`src/rtl/dma2d_pkg.sv`:
```
package dma2d_pkg;
    typedef enum logic [1:0] {
        ST_IDLE  = 2'd0,
        ST_WALK  = 2'd1,
        ST_DONE  = 2'd2,
        ST_FAULT = 2'd3
    } walk_state_e;
endpackage

```
`src/rtl/dma2d_walk_cnt.sv`:
```
// Element and row position tracker for the 2D walk.
module dma2d_walk_cnt #(
    parameter int CNT_W = 16
) (
    input  logic             clk,
    input  logic             rst_n,
    input  logic             load,
    input  logic             step,
    input  logic [CNT_W-1:0] x_count,
    input  logic [CNT_W-1:0] y_count,
    output logic             row_end,
    output logic             last_elem
);
    localparam logic [CNT_W-1:0] ONE = CNT_W'(1);

    logic [CNT_W-1:0] x_idx;
    logic [CNT_W-1:0] y_idx;

    assign row_end   = (x_idx == (x_count - ONE));
    assign last_elem = row_end && (y_idx == (y_count - ONE));

    always_ff @(posedge clk or negedge rst_n) begin
        if (!rst_n) begin
            x_idx <= '0;
            y_idx <= '0;
        end else if (load) begin
            x_idx <= '0;
            y_idx <= '0;
        end else if (step) begin
            if (row_end) begin
                x_idx <= '0;
                y_idx <= last_elem ? '0 : y_idx + ONE;
            end else begin
                x_idx <= x_idx + ONE;
            end
        end
    end

    // Steps only happen while the walk sits inside the programmed rectangle
    p_idx_in_range_r4: assert property (@(posedge clk) disable iff (!rst_n)
        step |-> (x_idx < x_count) && (y_idx < y_count));
endmodule

```
`src/rtl/dma2d_addr_step.sv`:
```
// Address register with signed element / row stepping.
module dma2d_addr_step #(
    parameter int ADDR_W = 32,
    parameter int MOD_W  = 16
) (
    input  logic              clk,
    input  logic              rst_n,
    input  logic              load,
    input  logic [ADDR_W-1:0] load_val,
    input  logic              step,
    input  logic              row_end,
    input  logic [MOD_W-1:0]  x_mod,
    input  logic [MOD_W-1:0]  y_mod,
    output logic [ADDR_W-1:0] addr
);
    localparam int EXT_W = ADDR_W - MOD_W;

    logic [MOD_W-1:0]  sel_mod;
    logic [ADDR_W-1:0] step_ext;

    assign sel_mod  = row_end ? y_mod : x_mod;
    assign step_ext = {{EXT_W{sel_mod[MOD_W-1]}}, sel_mod};

    always_ff @(posedge clk or negedge rst_n) begin
        if (!rst_n) begin
            addr <= '0;
        end else if (load) begin
            addr <= load_val;
        end else if (step) begin
            addr <= addr + step_ext;
        end
    end

    p_load_takes_value_r2: assert property (@(posedge clk) disable iff (!rst_n)
        load |=> addr == $past(load_val));
endmodule

```
`src/rtl/dma2d_status.sv`:
```
// Sticky done / error bits, write-one-to-clear, set has priority.
module dma2d_status (
    input  logic clk,
    input  logic rst_n,
    input  logic set_done,
    input  logic set_err,
    input  logic clr_done,
    input  logic clr_err,
    output logic done,
    output logic err
);
    always_ff @(posedge clk or negedge rst_n) begin
        if (!rst_n) begin
            done <= 1'b0;
            err  <= 1'b0;
        end else begin
            if (set_done)      done <= 1'b1;
            else if (clr_done) done <= 1'b0;
            if (set_err)       err  <= 1'b1;
            else if (clr_err)  err  <= 1'b0;
        end
    end

    p_set_beats_clear_r9: assert property (@(posedge clk) disable iff (!rst_n)
        (set_done && clr_done) |=> done);
    p_clear_alone_r9: assert property (@(posedge clk) disable iff (!rst_n)
        (clr_err && !set_err) |=> !err);
endmodule

```
`src/rtl/dma2d_addr_gen.sv`:
```
// Two-dimensional DMA address sequencer, top level.
module dma2d_addr_gen
    import dma2d_pkg::*;
#(
    parameter int ADDR_W = 32,
    parameter int CNT_W  = 16,
    parameter int MOD_W  = 16
) (
    input  logic              clk,
    input  logic              rst_n,
    input  logic              enable,
    input  logic              autobuf,
    input  logic [ADDR_W-1:0] cfg_start,
    input  logic [CNT_W-1:0]  cfg_x_count,
    input  logic [MOD_W-1:0]  cfg_x_mod,
    input  logic [CNT_W-1:0]  cfg_y_count,
    input  logic [MOD_W-1:0]  cfg_y_mod,
    input  logic              clr_done,
    input  logic              clr_error,
    output logic              addr_valid,
    input  logic              addr_ready,
    output logic [ADDR_W-1:0] addr_out,
    output logic              run,
    output logic              done,
    output logic              error
);
    localparam int EXT_W = ADDR_W - MOD_W;

    walk_state_e state_q, state_d;

    // Program snapshot taken at start
    logic [ADDR_W-1:0] snap_start;
    logic [CNT_W-1:0]  snap_xcnt, snap_ycnt;
    logic [MOD_W-1:0]  snap_xmod, snap_ymod;
    logic              snap_auto;

    logic counts_ok, accept, row_end, last_elem;
    logic load_fresh, reload, load_walk, step_walk;
    logic set_done, set_err;
    logic [ADDR_W-1:0] load_val;

    assign counts_ok = (cfg_x_count != '0) && (cfg_y_count != '0);
    assign accept    = (state_q == ST_WALK) && addr_ready;

    // State register
    always_ff @(posedge clk or negedge rst_n) begin
        if (!rst_n) state_q <= ST_IDLE;
        else        state_q <= state_d;
    end

    // Next-state logic
    always_comb begin
        state_d = state_q;
        unique case (state_q)
            ST_IDLE: begin
                if (enable) state_d = counts_ok ? ST_WALK : ST_FAULT;
            end
            ST_WALK: begin
                if (!enable)
                    state_d = ST_IDLE;
                else if (accept && last_elem && !snap_auto)
                    state_d = ST_DONE;
            end
            ST_DONE, ST_FAULT: begin
                if (!enable) state_d = ST_IDLE;
            end
            default: state_d = ST_IDLE;
        endcase
    end

    // Output and control decode
    always_comb begin
        addr_valid = 1'b0;
        run        = 1'b0;
        load_fresh = 1'b0;
        reload     = 1'b0;
        set_done   = 1'b0;
        set_err    = 1'b0;
        unique case (state_q)
            ST_IDLE: begin
                load_fresh = enable && counts_ok;
                set_err    = enable && !counts_ok;
            end
            ST_WALK: begin
                addr_valid = 1'b1;
                run        = 1'b1;
                reload     = accept && last_elem && snap_auto;
                set_done   = accept && last_elem && !snap_auto;
            end
            ST_DONE, ST_FAULT: ;
            default: ;
        endcase
    end

    assign load_walk = load_fresh || reload;
    assign step_walk = accept && !reload;
    assign load_val  = (state_q == ST_IDLE) ? cfg_start : snap_start;

    always_ff @(posedge clk or negedge rst_n) begin
        if (!rst_n) begin
            snap_start <= '0;
            snap_xcnt  <= '0;
            snap_ycnt  <= '0;
            snap_xmod  <= '0;
            snap_ymod  <= '0;
            snap_auto  <= 1'b0;
        end else if (load_fresh) begin
            snap_start <= cfg_start;
            snap_xcnt  <= cfg_x_count;
            snap_ycnt  <= cfg_y_count;
            snap_xmod  <= cfg_x_mod;
            snap_ymod  <= cfg_y_mod;
            snap_auto  <= autobuf;
        end
    end

    dma2d_walk_cnt #(.CNT_W(CNT_W)) cnt_i (
        .clk       (clk),
        .rst_n     (rst_n),
        .load      (load_walk),
        .step      (step_walk),
        .x_count   (snap_xcnt),
        .y_count   (snap_ycnt),
        .row_end   (row_end),
        .last_elem (last_elem)
    );

    dma2d_addr_step #(.ADDR_W(ADDR_W), .MOD_W(MOD_W)) addr_i (
        .clk      (clk),
        .rst_n    (rst_n),
        .load     (load_walk),
        .load_val (load_val),
        .step     (step_walk),
        .row_end  (row_end),
        .x_mod    (snap_xmod),
        .y_mod    (snap_ymod),
        .addr     (addr_out)
    );

    dma2d_status status_i (
        .clk      (clk),
        .rst_n    (rst_n),
        .set_done (set_done),
        .set_err  (set_err),
        .clr_done (clr_done),
        .clr_err  (clr_error),
        .done     (done),
        .err      (error)
    );

    // Assertions
    logic [ADDR_W-1:0] xmod_ext, ymod_ext;
    assign xmod_ext = {{EXT_W{snap_xmod[MOD_W-1]}}, snap_xmod};
    assign ymod_ext = {{EXT_W{snap_ymod[MOD_W-1]}}, snap_ymod};

    p_hold_on_stall_r5: assert property (@(posedge clk) disable iff (!rst_n)
        (addr_valid && !addr_ready && enable) |=> addr_valid && $stable(addr_out));
    p_elem_step_r3: assert property (@(posedge clk) disable iff (!rst_n)
        (addr_valid && addr_ready && enable && !row_end)
            |=> addr_out == $past(addr_out) + $past(xmod_ext));
    p_row_step_r4: assert property (@(posedge clk) disable iff (!rst_n)
        (addr_valid && addr_ready && enable && row_end && !last_elem)
            |=> addr_out == $past(addr_out) + $past(ymod_ext));
    p_done_after_accept_r6: assert property (@(posedge clk) disable iff (!rst_n)
        $rose(done) |-> $past(addr_valid && addr_ready));
    p_no_issue_on_fault_r8: assert property (@(posedge clk) disable iff (!rst_n)
        $rose(error) |-> !addr_valid && !run);
    p_stop_on_disable_r10: assert property (@(posedge clk) disable iff (!rst_n)
        !enable |=> !addr_valid && !run);
endmodule

```
`config.mk`:
```
export PLATFORM = sky130hd
export DESIGN_NAME = dma2d_addr_gen
export DESIGN_NICKNAME = d
export VERILOG_FILES = /design/src/rtl/dma2d_pkg.sv /design/src/rtl/dma2d_walk_cnt.sv /design/src/rtl/dma2d_addr_step.sv /design/src/rtl/dma2d_status.sv /design/src/rtl/dma2d_addr_gen.sv
export SDC_FILE = /design/constraint.sdc
export NUM_CORES = 1
export LEC_CHECK = 0
export CORE_MARGIN = 2
export CORE_UTILIZATION = 46
export DETAILED_ROUTE_END_ITERATION = 7
export PLACE_DENSITY = 0.71
export SLEW_MARGIN = 20
export SYNTH_ARGS = -nofsm -noshare
export SYNTH_HDL_FRONTEND = slang
export SYNTH_SLANG_ARGS = --single-unit
export TNS_END_PERCENT = 50
```
`constraint.sdc`:
```
create_clock -name clk -period 5.9 [get_ports clk]
set_clock_uncertainty 0.1 [all_clocks]
set_input_delay 0.885 -clock clk [delete_from_list [all_inputs] [get_ports clk]]
set_output_delay 0.885 -clock clk [all_outputs]
set_load 0.02 [all_outputs]
```
# Yosys cells after proc, flatten, opt, wreduce, memory -nomap -nowiden
# Index checks and enable logic that the tools add are counted.
[classes] eq_ne=8 muxes=26 n_addsub=5 n_reduce_logical=23
[ops] operator="16-bit two-way mux" count=8
[ops] operator="32-bit two-way mux" count=3
[ops] operator="16-bit by 1-bit adder with 16-bit output (second input constant)" count=2
[ops] operator="32-bit adder" count=1
[ops] operator="16-bit equality test" count=2
[ops] operator="16-bit nonzero test" count=2
[ops] operator="16-bit by 1-bit subtractor with 16-bit output (second input constant)" count=2
[ops] operator="2-bit two-way mux" count=5
[ops] operator="1-bit logical AND" count=9
[ops] operator="1-bit two-way mux" count=9
[ops] operator="2-bit nonzero test" count=4
[ops] operator="2-bit one-hot mux with 3 select lines" count=1
[ops] operator="2-bit equality test (second input constant)" count=2
[ops] operator="2-bit != test (second input constant)" count=2
[ops] operator="1-bit zero test" count=3
[ops] operator="3-bit by 2-bit != test with 1-bit output (second input constant)" count=1
[ops] operator="3-bit AND reduction" count=1
[ops] operator="2-bit by 1-bit equality test with 1-bit output (second input constant)" count=1
[ops] operator="2-bit zero test" count=1
[ops] operator="2-bit AND reduction" count=1
[ops] operator="2-bit OR reduction" count=1
[ops] operator="1-bit logical OR" count=1
[totals] elab_cells=74 input_bits=103 reg_bits=165

# Longest topological paths before layout
[depth] ltp_word=10 depth_mapped=24 depth_no_buf=21

# Hierarchy
# From an unflattened synthesis, not the netlist that was laid out.
[unflattened] hier_cells=1022 area_unflattened_um2=10458.8
[by_module_without_submodules] module="dma2d_addr_gen" area_each_um2=4196.5 instances=1 cells_per_inst=268
[by_module_without_submodules] module="dma2d_addr_step" area_each_um2=3265.6 instances=1 cells_per_inst=378
[by_module_without_submodules] module="dma2d_walk_cnt" area_each_um2=2924.1 instances=1 cells_per_inst=370
[by_module_without_submodules] module="dma2d_status" area_each_um2=72.6 instances=1 cells_per_inst=6

# Worst setup path after synthesis
# Ideal clock, no wire load.
[synth_path] path_type="flip-flop to flip-flop" start="register snap_xcnt[0]" end="register addr_i.addr[28]" path_buffers=3 path_stages_with_launch=25 slack_ns=0.518 t_required_ns=5.734 t_arrival_ns=5.216 path_cell_list="dfrtp_1 inv_1 ha_1 nor3b_1 buf_2 a31oi_1 or4_1 nor4_2 o2111ai_2 buf_6 clkbuf_1 mux2_2 ha_1 inv_1 fa_1 nor2b_1 o21a_1 o21a_1 o21ai_0 a21oi_1 o31ai_1 o31ai_1 a21o_1 a2111oi_0 o31a_1"
[synth_between] elab_chain_len=9 word_cells_on_any_way=14 classes_between="add/sub: 2; eq/ne: 1; mux: 4; reduce/logical: 7"
[synth_rtl] item="start, declared" line_no="dma2d_addr_gen.sv:33" rtl="logic [CNT_W-1:0] snap_xcnt, snap_ycnt;"
[synth_rtl] item="start signal, assigned" line_no="dma2d_addr_gen.sv:109" rtl="snap_xcnt <= cfg_x_count;"
[synth_rtl] item="16-bit by 1-bit subtractor with 16-bit output (*)" line_no="dma2d_walk_cnt.sv:19" rtl="assign row_end = (x_idx == (x_count - ONE));"
[synth_rtl] item="16-bit equality test (*)" line_no="dma2d_walk_cnt.sv:19"
[synth_rtl] item="parallel branches: the longest is 7 deep, another holds 32-bit adder"
[synth_rtl] item="end signal, assigned" line_no="dma2d_addr_step.sv:28" rtl="addr <= load_val;"
[synth_rtl] item="end signal, assigned" line_no="dma2d_addr_step.sv:30" rtl="addr <= addr + step_ext;"
[synth_rtl] item="end, declared" line_no="dma2d_addr_step.sv:14" rtl="output logic [ADDR_W-1:0] addr"
# Mark *: on every way between the ends. The select of a mux whose other input is x is not followed.
# A chain may end at the register's enable or synchronous reset.

# Worst setup path after layout
[layout_path] start="register snap_xcnt[0]" end="register addr_i.addr[31]"
# The elaborated chain is that of the path after synthesis.

==> flow_summary.toml <==
[status]
outcome = "completed"

[layout]
fin_cells = 1466
drive_gt1_share_pct = 18.1
nFillCells = 1886
nets = 1312
insertedDiodeCount = 0
syn2layout_area_growth_pct = 22.6

[synth]
ys_seq_elements = 165
synth_edf_count = 0
netlist_area_um2 = 10400
yosysSeqAreaShare_pct = 39.9
yosysWarnings = 0
syn-mean-instance-area_um2 = 9.89
async_reset_ff_share_pct = 100
synthCells = 1048
synthFlopType = "dfrtp_1"
syn-num-nets = 1187
yosys.cell_types.count = 77

[global_routing]
globalRouteOverflowTotal = 0
grtUsageTotal_pct = 21.3
grt_pass1_vias = 8372
antenna_found_initial = 0
grt_max_degree = 109
grt_pass1_wl_um = 41100

[clocking]
cts_tree = "yes"
cts_made_buffers = 17
h-tree-depth = 4
clk-insertion-delay-late_ns = 0.43
clkSinkCount = 165
hold_buffers = 0
clkTransAtPathRegs_ns = 0.08
clockBufferDepth = 2
root_buffer = "clkbuf_16"

[die]
die-area_um2 = 23700
ios = 139
start_util_pct = 47.2
rows = 54
core-area_um2 = 22000
chipHeight_um = 154
die_w_um = 154

[timing]
period_needed_ns = 5.53
worstMarginPinSlew_ns = 1.01
rsz0062_at_grt = "no"
slew_headroom_pct = 32.8
fmax_ghz = 0.181
tns_ns = 0
setup_viol = 0
hold_viol_final = 0
finalCritPeriodShare_pct = 93.7
maxSlewViolCount = 0
whs_ns = 0.274
setup_ws_ns = 0.374

[place]
dp_hpwl_um = 17900
port_buffers = 138
routabilityCongestion = 0.863
pre_cts_ws_ns = 0.287
dpl.cell_count = 1432

[worst_setup_path]
crit_path_max_incr_delay_ns = 0.55
path_max_fanout = 13
crit_path_end_kind = "flop"
cp-start-kind = "flop"
path_cells = "inv_1 -> ha_1 -> nor3b_1 -> buf_4 -> a31oi_1 -> or4_1 -> nor4_2 -> o2111ai_2 -> buf_4 -> mux2_2 -> ha_1 -> nand4_1 -> nor4b_2 -> nor4_2 -> buf_4 -> o21ai_0 -> o21a_1 -> a41oi_2 -> a31oi_2 -> xnor2_2 -> mux2i_1 -> nor2_1"
crit_required_ns = 6.12
worstSetupPathType = "flop to flop"
crit_path_frequent_cell = "buf_4"
cp_slowest_cell = "or4_1"
arrival_ns = 5.74

[pwr]
totalPowerFinal_mw = 4.30
ir_drop_uv = 221
p_leak_nw = 5.17
powerDensity_nw_per_um2 = 338

[drt]
wire_per_inst_um = 17.3
viasPerCell = 5.71
ant_nets = 0
dr.pass1.iters = 5
drt_iter0_markers = 442
drt_wl_total_um = 25400
drt_drc_violations_left = 0
vias = 8376

[hold_path]
hp-class = "input pin to async pin"

[run]
drv_cap = 0
-- cell usage in the layout (no fill, tap or decap), types with 24 or more instances in the layout --
cell | Yosys | layout
a21oi_1 | 43 | 42
clkdlybuf4s50_1 | 0 | 137
dfrtp_1 | 165 | 165
ha_1 | 35 | 35
inv_1 | 24 | 24
mux2_2 | 117 | 117
nand2_1 | 83 | 82
nand3_1 | 32 | 32
nor2_1 | 51 | 50
nor2b_1 | 31 | 31
o21ai_0 | 65 | 63
xnor2_1 | 33 | 33
xor2_1 | 32 | 32
-- state kept, by name (all words and copies together) (netlist names), 16 cells and up --
signal / flops
snap_ycnt: 16
snap_xmod: 16
snap_ymod: 16
cnt_i.y_idx: 16
snap_start: 32
cnt_i.x_idx: 16
snap_xcnt: 16
addr_i.addr: 32
-- final timing paths --
path | start | endpoint | slack [ns] | cells after the start
max in group asynchronous | rst_n | snap_xcnt[9]$_DFFE_PN0P_ | 4.32 | 2
hold reg to reg | snap_start[19]$_DFFE_PN0P_ | snap_start[19]$_DFFE_PN0P_ | 0.40 | 1
hold / removal | rst_n | snap_ycnt[8]$_DFFE_PN0P_ | 0.27 | 1
min in group clk | snap_start[19]$_DFFE_PN0P_ | snap_start[19]$_DFFE_PN0P_ | 0.40 | 1
setup reg to reg | snap_xcnt[0]$_DFFE_PN0P_ | addr_i.addr[31]$_DFFE_PN0P_ | 0.37 | 22
setup / recovery | snap_xcnt[0]$_DFFE_PN0P_ | addr_i.addr[31]$_DFFE_PN0P_ | 0.37 | 22
-- routing by layer --
| metal | track usage, % | part of all wire [%] | vias to the layer above |
|---|---|---|---|
| li1 | - | - | 4100 |
| met1 | 26.6 | 45 | 4084 |
| met2 | 37.7 | 50 | 170 |
| met3 | 4.85 | 4.5 | 22 |
| met4 | 4.98 | 1.1 | 0 |
| met5 | 0 | 0 | - |
-- repair_timing --
item | in CTS | in global routing
setup endpoints to repair | 0 | 7
gates resized for setup | 0 | 10
setup buffers | 0 | 1
-- Yosys cell counts, types with 5 or more instances --
library cell  count  area share, %
dfrtp_1         165             40
mux2_2          117             13
nand2_1          83            3.0
o21ai_0          65            3.1
nor2_1           51            1.8
a21oi_1          43            2.1
ha_1             35            4.2
clkbuf_1         34            1.2
xnor2_1          33            2.8
nand3_1          32            1.5
xor2_1           32            2.7
nor2b_1          31            1.9
inv_1            24           0.87
a31oi_1          22            1.3
and3_1           20            1.2
nand2b_1         18            1.1
nand4_1          17            1.0
nor3_1           17           0.82
mux2i_1          16            1.5
o21ai_1          16           0.77
a211oi_2         15            1.8
nor4_1           15           0.91
o21a_1           13           0.94
a21o_1           12           0.87
buf_2            10           0.48
o211ai_1         10           0.72
o31ai_1           6           0.43
or3_1             6           0.36
a211oi_1          5           0.36
and4_1            5           0.42
-- per-stage QoR --
stage,instance area [µm²],utilization [%]
after floorplan,10400,-
after global placement,12000,54.7
after detailed placement,12000,54.7
after CTS,12600,57.5
after global routing,12700,57.9
final,12700,57.9
-- area by class of cell --
class	count	area, µm²	area share (%)
clock inverters	15	186	1.47
repair buffers	157	1550	12.2
inverters	24	90.1	0.709
well taps	280	350	2.76
flip-flops and latches	165	4130	32.5
clock buffers	17	425	3.35
multi-input cells	808	5980	47.1
-- critical path: cells and delay by family, from the launching register on --
kind | cells | cell delay [ns]
AND/OR/NAND/NOR | 7 | 1.62
AO/OA/AOI/OAI | 6 | 1.29
buffers and inverters | 4 | 0.74
adder cells (fa/ha/maj) | 2 | 0.58
multiplexers | 2 | 0.49
flip-flops | 1 | 0.46
XOR/XNOR | 1 | 0.14
-- power breakdown --
part,total (mW),leakage (nW),switching (mW),internal [mW]
registers,1.50,2.01,0.188,1.31
clock network,1.18,0.294,0.531,0.645
logic,1.62,2.87,0.844,0.781
-- logic make-up (layout without fill, tap and decap cells) --
kind of cell	count (synthesis)	count (layout)	share of synthesized area, %
mux	133	133	14.3
fa+ha+maj	36	36	4.42
buf+inv	75	213	3.13
simple gates	330	330	17.1
xor+xnor	66	66	5.65
flops	165	165	39.9
compound gates	243	243	15.6
Note: power is estimated with default switching activity, not from simulation.
